[src/rtl/emmc_boot_pkg.sv]
package emmc_boot_pkg;

    typedef enum logic [2:0] {
        ST_IDLE,
        ST_ACK_WAIT,
        ST_ACK_PAT,
        ST_ACK_STOP,
        ST_DAT_WAIT,
        ST_DAT_RUN
    } boot_st_e;

    localparam logic [1:0] CMD_KIND_BOOT = 2'd3;
    localparam logic [2:0] ACK_CODE      = 3'b010;
    localparam int         ACK_LEN       = 3;
    localparam int         NUM_FLAGS     = 2;
    localparam int         FLG_ACK       = 0;
    localparam int         FLG_TMO       = 1;

endpackage

[src/rtl/emmc_boot_cnt.sv]
module emmc_boot_cnt #(
    parameter int CW = 16
) (
    input  logic          clk,
    input  logic          rst_n,
    input  logic          clr,
    input  logic          inc,
    output logic [CW-1:0] count
);

    always_ff @(posedge clk or negedge rst_n) begin
        if (!rst_n) begin
            count <= '0;
        end else if (clr) begin
            count <= '0;
        end else if (inc) begin
            count <= count + 1'b1;
        end
    end

endmodule

[src/rtl/emmc_boot_flags.sv]
module emmc_boot_flags #(
    parameter int NF = 2
) (
    input  logic          clk,
    input  logic          rst_n,
    input  logic [NF-1:0] ev,
    input  logic [NF-1:0] stat_en,
    input  logic [NF-1:0] irq_en,
    input  logic [NF-1:0] clr_w1c,
    output logic [NF-1:0] flags,
    output logic          irq
);

    logic [NF-1:0] masked;

    for (genvar g = 0; g < NF; g++) begin : g_flag
        always_ff @(posedge clk or negedge rst_n) begin
            if (!rst_n) begin
                flags[g] <= 1'b0;
            end else if (ev[g] && stat_en[g]) begin
                flags[g] <= 1'b1;
            end else if (clr_w1c[g]) begin
                flags[g] <= 1'b0;
            end
        end
        assign masked[g] = flags[g] & irq_en[g];
    end

    assign irq = |masked;

endmodule

[src/rtl/emmc_boot_fsm.sv]
module emmc_boot_fsm
    import emmc_boot_pkg::*;
#(
    parameter int TMO_W = 16,
    parameter int LEN_W = 8,
    parameter int CW    = 16
) (
    input  logic             clk,
    input  logic             rst_n,
    input  logic             ack_en,
    input  logic [1:0]       cmd_kind,
    input  logic             cmd_wr,
    input  logic             tick,
    input  logic             dat0,
    input  logic [TMO_W-1:0] timeout_lim,
    input  logic [LEN_W-1:0] data_bits,
    input  logic [CW-1:0]    cnt,
    output logic             cnt_clr,
    output logic             cnt_inc,
    output logic             ev_ack,
    output logic             ev_tmo,
    output logic             busy,
    output logic             data_valid,
    output logic             data_bit
);

    localparam int XW = CW + 1;

    boot_st_e   state, state_nxt;
    logic [1:0] idx, idx_nxt;
    logic [XW-1:0] cnt_p1;
    logic [XW-1:0] lim_x;
    logic [XW-1:0] len_x;
    logic          tmo_hit;
    logic          len_hit;
    logic          exp_bit;

    assign cnt_p1  = {1'b0, cnt} + 1'b1;
    assign lim_x   = XW'(timeout_lim);
    assign len_x   = XW'(data_bits);
    assign tmo_hit = (cnt_p1 >= lim_x);
    assign len_hit = (cnt_p1 >= len_x);
    assign exp_bit = ACK_CODE[ACK_LEN - 1 - int'(idx)];

    always_ff @(posedge clk or negedge rst_n) begin
        if (!rst_n) begin
            state <= ST_IDLE;
            idx   <= '0;
        end else begin
            state <= state_nxt;
            idx   <= idx_nxt;
        end
    end

    always_comb begin
        state_nxt = state;
        idx_nxt   = idx;
        cnt_clr   = 1'b0;
        cnt_inc   = 1'b0;
        ev_ack    = 1'b0;
        ev_tmo    = 1'b0;
        unique case (state)
            ST_IDLE: begin
                if (cmd_wr && (cmd_kind == CMD_KIND_BOOT)) begin
                    state_nxt = ack_en ? ST_ACK_WAIT : ST_DAT_WAIT;
                    cnt_clr   = 1'b1;
                end
            end
            ST_ACK_WAIT: begin
                if (tick) begin
                    if (!dat0) begin
                        state_nxt = ST_ACK_PAT;
                        idx_nxt   = '0;
                        cnt_clr   = 1'b1;
                    end else if (tmo_hit) begin
                        state_nxt = ST_IDLE;
                        ev_tmo    = 1'b1;
                    end else begin
                        cnt_inc = 1'b1;
                    end
                end
            end
            ST_ACK_PAT: begin
                if (tick) begin
                    if (dat0 != exp_bit) begin
                        state_nxt = ST_IDLE;
                        ev_ack    = 1'b1;
                    end else if (int'(idx) == ACK_LEN - 1) begin
                        state_nxt = ST_ACK_STOP;
                    end else begin
                        idx_nxt = idx + 1'b1;
                    end
                end
            end
            ST_ACK_STOP: begin
                if (tick) begin
                    if (dat0) begin
                        state_nxt = ST_DAT_WAIT;
                        cnt_clr   = 1'b1;
                    end else begin
                        state_nxt = ST_IDLE;
                        ev_ack    = 1'b1;
                    end
                end
            end
            ST_DAT_WAIT: begin
                if (tick) begin
                    if (!dat0) begin
                        state_nxt = ST_DAT_RUN;
                        cnt_clr   = 1'b1;
                    end else if (tmo_hit) begin
                        state_nxt = ST_IDLE;
                        ev_tmo    = 1'b1;
                    end else begin
                        cnt_inc = 1'b1;
                    end
                end
            end
            ST_DAT_RUN: begin
                if (tick) begin
                    if (len_hit) begin
                        state_nxt = ST_IDLE;
                    end else begin
                        cnt_inc = 1'b1;
                    end
                end
            end
            default: state_nxt = ST_IDLE;
        endcase
    end

    always_comb begin
        busy       = (state != ST_IDLE);
        data_valid = (state == ST_DAT_RUN) && tick;
        data_bit   = data_valid & dat0;
    end

endmodule

[src/rtl/emmc_boot_ack_rx.sv]
module emmc_boot_ack_rx
    import emmc_boot_pkg::*;
#(
    parameter int TMO_W = 16,
    parameter int LEN_W = 8
) (
    input  logic             clk,
    input  logic             rst_n,
    input  logic             ack_en,
    input  logic [1:0]       cmd_kind,
    input  logic             cmd_wr,
    input  logic             tick,
    input  logic             dat0,
    input  logic [TMO_W-1:0] timeout_lim,
    input  logic [LEN_W-1:0] data_bits,
    input  logic [1:0]       stat_en,
    input  logic [1:0]       irq_en,
    input  logic [1:0]       clr_w1c,
    output logic             busy,
    output logic             data_valid,
    output logic             data_bit,
    output logic [1:0]       err_flags,
    output logic             irq
);

    localparam int CW = (TMO_W > LEN_W) ? TMO_W : LEN_W;

    logic          cnt_clr;
    logic          cnt_inc;
    logic [CW-1:0] cnt;
    logic          ev_ack;
    logic          ev_tmo;
    logic [NUM_FLAGS-1:0] ev_vec;

    emmc_boot_cnt #(.CW(CW)) cnt_i (
        .clk   (clk),
        .rst_n (rst_n),
        .clr   (cnt_clr),
        .inc   (cnt_inc),
        .count (cnt)
    );

    emmc_boot_fsm #(.TMO_W(TMO_W), .LEN_W(LEN_W), .CW(CW)) fsm_i (
        .clk         (clk),
        .rst_n       (rst_n),
        .ack_en      (ack_en),
        .cmd_kind    (cmd_kind),
        .cmd_wr      (cmd_wr),
        .tick        (tick),
        .dat0        (dat0),
        .timeout_lim (timeout_lim),
        .data_bits   (data_bits),
        .cnt         (cnt),
        .cnt_clr     (cnt_clr),
        .cnt_inc     (cnt_inc),
        .ev_ack      (ev_ack),
        .ev_tmo      (ev_tmo),
        .busy        (busy),
        .data_valid  (data_valid),
        .data_bit    (data_bit)
    );

    always_comb begin
        ev_vec          = '0;
        ev_vec[FLG_ACK] = ev_ack;
        ev_vec[FLG_TMO] = ev_tmo;
    end

    emmc_boot_flags #(.NF(NUM_FLAGS)) flags_i (
        .clk     (clk),
        .rst_n   (rst_n),
        .ev      (ev_vec),
        .stat_en (stat_en),
        .irq_en  (irq_en),
        .clr_w1c (clr_w1c),
        .flags   (err_flags),
        .irq     (irq)
    );

endmodule

[config.mk]
export PLATFORM = sky130hd
export DESIGN_NAME = emmc_boot_ack_rx
export DESIGN_NICKNAME = d
export VERILOG_FILES = /design/src/rtl/emmc_boot_pkg.sv /design/src/rtl/emmc_boot_cnt.sv /design/src/rtl/emmc_boot_flags.sv /design/src/rtl/emmc_boot_fsm.sv /design/src/rtl/emmc_boot_ack_rx.sv
export SDC_FILE = /design/constraint.sdc
export NUM_CORES = 1
export LEC_CHECK = 0
export ABC_CLOCK_PERIOD_IN_PS = 4450
export BUFFER_PORTS_ARGS = -buffer_cell sky130_fd_sc_hd__buf_2
export CELL_PAD_IN_SITES_DETAIL_PLACEMENT = 1
export CELL_PAD_IN_SITES_GLOBAL_PLACEMENT = 1
export CORE_UTILIZATION = 37
export CTS_CLUSTER_SIZE = 8
export DETAILED_ROUTE_END_ITERATION = 8
export PLACE_DENSITY = 0.72
export SLEW_MARGIN = 20
export SYNTH_ARGS = -nofsm -noshare
export SYNTH_HDL_FRONTEND = slang
export SYNTH_SLANG_ARGS = --single-unit
[constraint.sdc]
create_clock -name clk -period 4.45 [get_ports clk]
set_clock_uncertainty 0.05 [all_clocks]
set_input_delay 0.89 -clock clk [delete_from_list [all_inputs] [get_ports clk]]
set_output_delay 0.89 -clock clk [all_outputs]
set_load 0.01 [all_outputs]
==> impl_metrics.csv, run 1 <==
group,metric,value,unit
status,status,"complete, no violations",
logic_synthesis,synth_area_per_cell,8.20,sq um
sta,drv_slew,0,
sta,setup_viol_count_final,0,
clocking,cts_buffer_depth,2,
final_layout,multi_input_area,1520,sq um
pwr,irDropWorstVdd,163,uV
drt,ant_nets,0,
setup_path,critical_path_buf_inv_count,0,
die,core-area,5960,sq um
logic_synthesis,ys.flop_type,"dfrtp_1",
setup_path,timing.rr.end,"cnt_i.count[6]$_DFFE_PN0P_",
logic_synthesis,synthCells,279,
clocking,cts_buffers,3,
final_layout,syn_to_final_growth,13.9,%
drt,viasPerCell,5.36,
placed_design,port_buffers,43,
placed_design,dp.final_hpwl,4650,um
final_layout,final_common_cell,"buf_2",
logic_synthesis,synthArstFlopShare,100,%
die,fp.dieH,80.6,um
sta,hold_viol_final,0,
clocking,postCtsSetupBuffers,0,
clocking,cts_tree,"yes",
setup_path,cp-endpoint,"cnt_i.count[6]$_DFFE_PN0P_",
global_route,antenna_found_initial,0,
setup_path,criticalPathCategory,"register to register",
placed_design,gp_congestion,0.797,
sta,fin_crit_sh,92.0,%
setup_path,crit_chain,"ha_1 > nand4_1 > or2_2 > xnor2_1 > ha_1 > nand4_1 > a21oi_1 > o31ai_1 > or4b_2 > or4_1 > and2_4 > mux2_4",
pwr,p_total,919,uW
min_path,min_path_cells,2,
setup_path,critPathSlowestCell,"or4b_2",
final_layout,fin_nets,384,
clocking,ctsResizeCount,0,
clocking,clkLatencyLatePin,0.26,ns
die,die_area,6500,sq um
logic_synthesis,ys_warn_count,0,
setup_path,path_delay_family,"simple AND/OR/NAND/NOR gates",
global_route,grt_max_degree,24,
setup_path,ff2ff_path_depth,12,
pwr,p_sw,399,uW
logic_synthesis,synth_edf_count,0,
sta,tightestPinTransition,0.583,ns
logic_synthesis,syn-num-nets,344,
clocking,cts_hold_buf,0,
logic_synthesis,ys_seq_area_share,25.2,%
clocking,cts_num_sinks,23,
final_layout,num-fill-cells,747,
die,fp.dieW,80.6,um
setup_path,r2r_start,"cnt_i.count[0]$_DFFE_PN0P_",
clocking,htree_levels,1,
pwr,pwr-share-clk,14.2,%
final_layout,stdcell_count,393,
final_layout,drive_gt1_share,20.8,%
drt,wirelength,5850,um
run,cap_viol_max_count,0,
global_route,grt_pass1_wl,9880,um
sta,rsz0062_at_grt,"no",
setup_path,slowest_delay,0.62,ns
pwr,leakage,0.00143,uW
global_route,track_usage,19.7,%
drt,dr.first_iter.drc_count,69,
logic_synthesis,synth-seq-cells,23,
sta,max_freq,244,MHz
sta,worst_hold_slack,0.519,ns
clocking,root_buffer,"clkbuf_8",
drt,drt_pass1_iterations,5,
die,initial_core_util,38.4,%
sta,min_period,4.09,ns
setup_path,cp.depth,12,
setup_path,critPathArrivalTime,4.20,ns
min_path,hp-class,"register to register",
setup_path,crit_required,4.56,ns
placed_design,numPlacedInstances,389,
setup_path,ff2ff_setup_slack,0.36,ns
pwr,combPwrFrac,50.0,%
setup_path,endpoint_kind,"register",
pwr,switching_share,43.4,%
setup_path,startpoint_type,"register",
drt,vias,2107,
die,rows,28,
global_route,grt_pass1_vias,2083,
final_layout,layout_common_cells,"43 x buf_2, 37 x inv_1, 27 x nand2_1, 27 x ha_1, 23 x dfrtp_1",
die,pin_count,44,
pwr,powerDensity,353,nW/um^2
pwr,p_seq_share,35.8,%
sta,tns,0,ns
clocking,cts.clk_slew.worst_paths,0.09,ns
sta,relSlewSlack,60.8,%
logic_synthesis,synth_area,2290,sq um
drt,drc,0,
setup_path,critPathLaunch,"cnt_i.count[0]$_DFFE_PN0P_",
setup_path,cp_max_fo,16,
logic_synthesis,ys_types,56,
drt,wire_per_inst,14.9,um
final_layout,register_area,576,sq um
final_layout,n_antenna_cell,0,
global_route,overflow,0,
pwr,p_int,520,uW
[through the flow]
stage	util [%]	area, sq um	setup WS (ns)
after floorplan	-	2290	0.610
after global routing	43.8	2610	0.109
after CTS	43.8	2610	0.349
after detailed placement	43.0	2560	0.343
after global placement	43.0	2560	0.528
final	43.8	2610	0.356
[worst min-delay path by stage]
stage                                         to                          from  slack [ns]
floorplan            cnt_i.count[15]$_DFFE_PN0P_   cnt_i.count[15]$_DFFE_PN0P_        0.47
global placement    flags_i.flags[0]$_DFFE_PN0P_  flags_i.flags[0]$_DFFE_PN0P_        0.50
detailed placement  flags_i.flags[0]$_DFFE_PN0P_  flags_i.flags[0]$_DFFE_PN0P_        0.50
CTS                 flags_i.flags[0]$_DFFE_PN0P_  flags_i.flags[0]$_DFFE_PN0P_        0.52
global route         cnt_i.count[12]$_DFFE_PN0P_   cnt_i.count[12]$_DFFE_PN0P_        0.55
finish              flags_i.flags[0]$_DFFE_PN0P_  flags_i.flags[0]$_DFFE_PN0P_        0.52
[cells by family after synthesis]
group | after synthesis | synth area share, %
AND/OR/NAND/NOR | 108 | 26.6
AO/OA/AOI/OAI | 49 | 14.7
buffers and inverters | 48 | 8.59
adder cells (fa/ha/maj) | 27 | 14.8
flip-flops | 23 | 25.2
XOR/XNOR | 13 | 4.98
multiplexers | 11 | 5.20
[synth_stat cells (2+ instances only)]
cell type | n | area [sq um]
inv_1 | 37 | 139
ha_1 | 27 | 338
nand2_1 | 27 | 101
dfrtp_1 | 23 | 576
nor2_1 | 16 | 60.1
a21oi_1 | 14 | 70.1
nand3_1 | 10 | 50.1
clkbuf_1 | 8 | 30.0
nor3_1 | 8 | 40.0
mux2i_1 | 7 | 70.1
o21ai_0 | 7 | 35.0
xnor2_1 | 7 | 61.3
nand4_1 | 6 | 37.5
xor2_1 | 6 | 52.6
nor4_1 | 5 | 31.3
a21o_1 | 4 | 30.0
and2_1 | 4 | 25.0
nand2b_1 | 4 | 25.0
a221oi_1 | 3 | 26.3
a31o_2 | 3 | 26.3
a31oi_1 | 3 | 18.8
and3_1 | 3 | 18.8
mux2_2 | 3 | 33.8
nor2b_1 | 3 | 18.8
nor3b_1 | 3 | 22.5
or2_2 | 3 | 18.8
a211oi_1 | 2 | 15.0
a22oi_1 | 2 | 15.0
buf_6 | 2 | 22.5
o32a_1 | 2 | 20.0
or4_1 | 2 | 15.0
[state kept, by name (all words and copies together) (netlist names)]
signal / flops
cnt_i.count: 16
flags_i.flags: 2
fsm_i.idx: 2
fsm_i.state: 3
[power by group through the flow]
stage / sequential (uW) / combinational, uW / clock, uW
floorplan: 292 / 377 / 0
global placement: 330 / 454 / 0
detailed placement: 332 / 462 / 0
CTS: 329 / 465 / 139
global route: 340 / 522 / 149
finish: 329 / 459 / 131
[cell type report]
| class | count | share of cell area (%) |
|---|---|---|
| multi-input cells | 208 | 58.1 |
| flip-flops and latches | 23 | 22.1 |
| repair buffers | 46 | 9.12 |
| clock buffers | 4 | 1.73 |
| well taps | 75 | 3.60 |
| inverters | 37 | 5.33 |
[layer usage]
| metal | track usage [%] | wire [um] | vias to the layer above |
|---|---|---|---|
| met2 | 34.3 | 2850 | 33 |
| met1 | 26.0 | 2790 | 1003 |
| li1 | - | - | 1067 |
| met4 | 3.21 | 51 | 0 |
| met5 | 0 | 0 | - |
| met3 | 2.73 | 165 | 4 |
[worst register-to-register path: cells and delay by family (launching register included)]
kind	cells	cell delay, ns
AO/OA/AOI/OAI	2	0.38
XOR/XNOR	1	0.24
flip-flops	1	0.45
adder cells (fa/ha/maj)	2	0.53
multiplexers	1	0.32
AND/OR/NAND/NOR	6	2.03
Power figures use the tool's default switching activity.
==> run 2: changes to the inputs <==
==> constraint.sdc (replaced) <==
create_clock -name clk -period 4.45 [get_ports clk]
set_clock_uncertainty 0.05 [all_clocks]
set_input_delay 0.2225 -clock clk [delete_from_list [all_inputs] [get_ports clk]]
set_output_delay 0.2225 -clock clk [all_outputs]
set_load 0.01 [all_outputs]
==> run 2 against run 1 <==
Net effect: flip-flop and latch count unchanged; total power increased by 0.20%; core utilization rose by 0.17 points; hold slack worse by 0.44 ns; first-iteration DRC count increased by 12%; register-to-register slack barely moved; die area unchanged; largest cell class unchanged; cell count is 0.25% higher.
==> impl_metrics.csv, run 2 (synthesized netlist as in run 1, its figures left out) <==
group,metric,value,unit
placed_design,port_buffers,43,
global_route,overflow,0,
die,fp.dieH,80.6,um
clocking,cts_buffers,3,
die,initial_core_util,38.4,%
sta,relSlewSlack,60.1,%
pwr,p_seq_share,35.7,%
setup_path,r2r_start,"cnt_i.count[0]$_DFFE_PN0P_",
min_path,holdCritStartpoint,"clr_w1c[0]",
global_route,grt_pass1_wl,9910,um
clocking,clkLatencyLatePin,0.26,ns
sta,max_freq,245,MHz
status,status,"complete, no violations",
clocking,cts_tree,"yes",
setup_path,endpoint_kind,"register",
setup_path,ff2ff_setup_slack,0.36,ns
pwr,powerDensity,352,nW/um^2
drt,viasPerCell,5.36,
setup_path,crit_chain,"ha_1 > nand4_1 > or2_2 > xnor2_1 > ha_1 > nand4_1 > a21oi_1 > o31ai_1 > or4b_2 > or4_1 > and2_4 > mux2_4",
min_path,min_path_cells,2,
die,fp.dieW,80.6,um
drt,drc,0,
pwr,pwr-share-clk,14.3,%
global_route,grt_max_degree,24,
final_layout,num-fill-cells,746,
global_route,track_usage,19.8,%
die,die_area,6500,sq um
sta,tns,0,ns
sta,min_period,4.09,ns
final_layout,final_common_cell,"buf_2",
setup_path,startpoint_type,"register",
setup_path,crit_required,4.56,ns
setup_path,critPathSlowestCell,"or4b_2",
final_layout,drive_gt1_share,20.7,%
die,core-area,5960,sq um
clocking,root_buffer,"clkbuf_8",
setup_path,timing.rr.end,"cnt_i.count[6]$_DFFE_PN0P_",
die,pin_count,44,
setup_path,critPathArrivalTime,4.19,ns
placed_design,dp.final_hpwl,4650,um
clocking,ctsResizeCount,0,
clocking,cts_hold_buf,1,
sta,fin_crit_sh,91.8,%
clocking,cts_num_sinks,23,
setup_path,slowest_delay,0.62,ns
pwr,irDropWorstVdd,163,uV
drt,drt_pass1_iterations,4,
setup_path,ff2ff_path_depth,12,
pwr,p_sw,400,uW
drt,dr.first_iter.drc_count,77,
global_route,antenna_found_initial,0,
final_layout,largest_reg_flops,16,
final_layout,fin_nets,385,
final_layout,n_antenna_cell,0,
sta,rsz0062_at_grt,"no",
placed_design,gp_congestion,0.797,
setup_path,cp_max_fo,16,
global_route,grt_pass1_vias,2095,
final_layout,top_register,"cnt_i.count",
clocking,cts_buffer_depth,2,
pwr,combPwrFrac,50.0,%
sta,drv_slew,0,
clocking,htree_levels,1,
min_path,hp-class,"input pin to register",
sta,setup_viol_count_final,0,
run,cap_viol_max_count,0,
pwr,p_int,521,uW
clocking,postCtsSetupBuffers,0,
pwr,leakage,0.00144,uW
min_path,min_to,"flags_i.flags[0]$_DFFE_PN0P_",
pwr,p_total,921,uW
drt,wire_per_inst,14.9,um
setup_path,criticalPathCategory,"register to register",
final_layout,largestRegisters,"cnt_i.count x16, fsm_i.state x3",
final_layout,layout_common_cells,"43 x buf_2, 37 x inv_1, 27 x nand2_1, 27 x ha_1, 23 x dfrtp_1",
sta,hold_viol_final,0,
drt,wirelength,5890,um
final_layout,syn_to_final_growth,14.4,%
sta,tightestPinTransition,0.593,ns
drt,ant_nets,0,
die,rows,28,
clocking,cts.clk_slew.worst_paths,0.09,ns
drt,vias,2113,
pwr,switching_share,43.5,%
[run 2: cell count changes in the layout (fill, tap and decap cells not counted)]
cell | previous run | this run
dlygate4sd3_1 | 0 | 1
[run 2: cell type report]
class                           instances  area (sq um)  area share [%]
Clock buffer                            4          45.0            1.72
Inverter                               37           139            5.31
Multi-Input combinational cell        208          1520            57.9
Sequential cell                        23           576            22.0
Tap cell                               75          93.8            3.59
Timing Repair Buffer                   47           248            9.47
[run 2: power by group through the flow]
stage	clock, uW	sequential, uW	combinational [uW]
final	131	329	461
after global routing	149	340	523
after CTS	139	329	466
after detailed placement	0	332	462
after global placement	0	330	454
after floorplan	0	292	377
[run 2: how the worst max path moves through the flow]
stage	start	endpoint	cells past startpoint
6_report	cnt_i.count[0]$_DFFE_PN0P_	cnt_i.count[6]$_DFFE_PN0P_	12
5_1_grt	cnt_i.count[0]$_DFFE_PN0P_	cnt_i.count[7]$_DFFE_PN0P_	12
4_1_cts	cnt_i.count[0]$_DFFE_PN0P_	cnt_i.count[7]$_DFFE_PN0P_	12
3_5_place_dp	cnt_i.count[0]$_DFFE_PN0P_	cnt_i.count[6]$_DFFE_PN0P_	12
3_3_place_gp	cnt_i.count[0]$_DFFE_PN0P_	cnt_i.count[6]$_DFFE_PN0P_	12
2_1_floorplan	cnt_i.count[0]$_DFFE_PN0P_	cnt_i.count[6]$_DFFE_PN0P_	14
[run 2: metrics by stage]
stage / area, sq um / setup slack (ns) / utilization, % / cells / hold slack [ns]
CTS: 2620 / 0.349 / 43.9 / 394 / 0.0723
global route: 2620 / 0.109 / 43.9 / 394 / 0.0585
global placement: 2560 / 0.528 / 43.0 / 389 / 0.195
floorplan: 2290 / 0.610 / - / 279 / -0.123
detailed placement: 2560 / 0.343 / 43.0 / 389 / 0.191
finish: 2620 / 0.363 / 43.9 / 394 / 0.0802
[run 2: per-layer routing]
metal,vias to the layer above,global-route usage (%),wire length (um)
met5,-,0,0
met4,0,3.21,51
met3,4,2.73,200
met2,39,34.5,2860
met1,1000,26.0,2770
li1,1070,-,-
[run 2: critical path: cells and delay by family, from the launching register on]
kind | cells | cell delay [ns]
DFF | 1 | 0.46
xor gates and xnor gates | 1 | 0.24
and+or+nand+nor | 6 | 2.01
adders and majority gates | 2 | 0.53
muxes | 1 | 0.32
AOI/OAI and AO/OA | 2 | 0.38
==> run 3: changes to the inputs <==
--- a/config.mk
+++ b/config.mk
@@ -5,7 +5,7 @@
 export SDC_FILE = /design/constraint.sdc
 export NUM_CORES = 1
 export LEC_CHECK = 0
-export ABC_CLOCK_PERIOD_IN_PS = 4450
+export ABC_CLOCK_PERIOD_IN_PS = 4850
 export BUFFER_PORTS_ARGS = -buffer_cell sky130_fd_sc_hd__buf_2
 export CELL_PAD_IN_SITES_DETAIL_PLACEMENT = 1
 export CELL_PAD_IN_SITES_GLOBAL_PLACEMENT = 1
==> constraint.sdc (replaced) <==
create_clock -name clk -period 4.85 [get_ports clk]
set_clock_uncertainty 0.05 [all_clocks]
set_input_delay 0.2425 -clock clk [delete_from_list [all_inputs] [get_ports clk]]
set_output_delay 0.2425 -clock clk [all_outputs]
set_load 0.01 [all_outputs]
==> run 3 against run 2 <==
Net effect: largest power group unchanged; routed wire length grew 4.1%; critical path depth unchanged; setup slack improved by 0.20 ns; combinational power shrank 7.2%; die area stayed put; register-to-register slack better by 0.20 ns; sequential power down 8.5%.
==> impl_metrics.csv, run 3 (synthesized netlist as in run 1, its figures left out) <==
group,metric,value,unit
final_layout,fin_nets,383,
run,cap_viol_max_count,0,
min_path,hp-class,"input pin to register",
min_path,min_path_cells,2,
sta,setup_viol_count_final,0,
setup_path,cp_max_fo,16,
clocking,root_buffer,"clkbuf_8",
clocking,clkLatencyLatePin,0.26,ns
pwr,powerDensity,327,nW/um^2
final_layout,n_antenna_cell,0,
pwr,p_total,850,uW
clocking,cts_buffers,3,
setup_path,startpoint_type,"register",
sta,min_period,4.29,ns
placed_design,gp_congestion,0.852,
pwr,leakage,0.00143,uW
global_route,track_usage,20.6,%
global_route,grt_pass1_wl,10200,um
sta,tightestPinTransition,0.566,ns
final_layout,final_common_cell,"buf_2",
clocking,cts_buffer_depth,2,
drt,ant_nets,0,
die,initial_core_util,38.4,%
clocking,cts_tree,"yes",
global_route,antenna_found_initial,0,
setup_path,endpoint_kind,"register",
final_layout,layout_common_cells,"43 x buf_2, 37 x inv_1, 27 x nand2_1, 27 x ha_1, 23 x dfrtp_1",
die,fp.dieH,80.6,um
drt,drt_pass1_iterations,4,
setup_path,ff2ff_setup_slack,0.56,ns
sta,tns,0,ns
drt,wire_per_inst,15.6,um
sta,drv_slew,0,
setup_path,ff2ff_path_depth,12,
die,pin_count,44,
drt,viasPerCell,5.45,
clocking,cts_num_sinks,23,
final_layout,largest_reg_flops,16,
drt,vias,2136,
drt,drc,0,
setup_path,timing.rr.end,"cnt_i.count[6]$_DFFE_PN0P_",
global_route,grt_max_degree,24,
setup_path,crit_required,4.96,ns
clocking,ctsResizeCount,0,
placed_design,dp.final_hpwl,4790,um
die,core-area,5960,sq um
global_route,grt_pass1_vias,2108,
clocking,htree_levels,1,
clocking,cts.clk_slew.worst_paths,0.08,ns
pwr,irDropWorstVdd,186,uV
sta,relSlewSlack,61.9,%
status,status,"complete, no violations",
final_layout,largestRegisters,"cnt_i.count x16, fsm_i.state x3",
setup_path,critPathArrivalTime,4.39,ns
sta,rsz0062_at_grt,"no",
drt,wirelength,6130,um
sta,fin_crit_sh,88.4,%
final_layout,syn_to_final_growth,13.7,%
final_layout,drive_gt1_share,20.2,%
sta,max_freq,233,MHz
setup_path,criticalPathCategory,"register to register",
placed_design,port_buffers,43,
sta,hold_viol_final,0,
min_path,min_to,"flags_i.flags[0]$_DFFE_PN0P_",
die,rows,28,
die,die_area,6500,sq um
setup_path,r2r_start,"cnt_i.count[0]$_DFFE_PN0P_",
global_route,overflow,0,
drt,dr.first_iter.drc_count,97,
min_path,holdCritStartpoint,"clr_w1c[0]",
die,fp.dieW,80.6,um
final_layout,top_register,"cnt_i.count",
[run 3: changes by cell type in the layout (fill, tap and decap cells not counted)]
| cell | before | now |
|---|---|---|
| buf_4 | 3 | 1 |
[run 3: critical path, stage by stage, from the launching register on]
cell and delay [ns]:
dfrtp_1 0.46, ha_1 0.24, nand4_1 0.28, or2_2 0.39
xnor2_1 0.25, ha_1 0.30, nand4_1 0.12, a21oi_1 0.06
o31ai_1 0.27, or4b_2 0.60, or4_1 0.54, and2_4 0.31
mux2_4 0.31
[run 3: final cells by class]
cell class | instances | area, sq um
multi-input combinational | 208 | 1520
sequential | 23 | 576
timing repair buffer | 45 | 233
inverter | 37 | 139
tap | 75 | 93.8
clock buffer | 4 | 45.0
fill | 771 | 3350
[run 3: worst max-delay path by stage]
stage                               startpoint                          to  slack, ns  depth (start not counted)
global placement    cnt_i.count[0]$_DFFE_PN0P_  cnt_i.count[6]$_DFFE_PN0P_       0.74                         12
CTS                 cnt_i.count[0]$_DFFE_PN0P_  cnt_i.count[6]$_DFFE_PN0P_       0.57                         12
detailed placement  cnt_i.count[0]$_DFFE_PN0P_  cnt_i.count[6]$_DFFE_PN0P_       0.59                         12
finish              cnt_i.count[0]$_DFFE_PN0P_  cnt_i.count[6]$_DFFE_PN0P_       0.56                         12
floorplan           cnt_i.count[0]$_DFFE_PN0P_  cnt_i.count[6]$_DFFE_PN0P_       1.01                         14
global route        cnt_i.count[0]$_DFFE_PN0P_  cnt_i.count[6]$_DFFE_PN0P_       0.29                         12
[run 3: metal layers]
metal,share of wire (%),vias to the layer above,track usage (%)
li1,-,1061,-
met1,48,1027,27.1
met2,48,38,34.6
met3,3.3,10,3.75
met4,1.5,0,4.64
met5,0,-,0
[run 3: what timing repair did]
item / 4_1_cts / 5_1_grt
hold buffers: 1 / 0
setup endpoints to repair: 0 / 0
setup buffers: 0 / 0
endpoints found under the hold margin: 23 / 0
[run 3: metrics by stage]
step           cell area (sq um)  utilization [%]  worst slack [ns]  instances  hold WS [ns]
2_1_floorplan               2290                -              1.01        279        -0.103
3_3_place_gp                2550             42.8             0.743        387         0.206
3_5_place_dp                2550             42.8             0.589        387         0.210
4_1_cts                     2600             43.7             0.572        392         0.108
5_1_grt                     2600             43.7             0.290        392         0.114
6_report                    2600             43.7             0.564        392         0.107
[run 3: report_power, final]
part,internal (uW),switching [uW]
combinational,189,239
sequential,230,70.7
clock,58.7,62.9
total,478,372
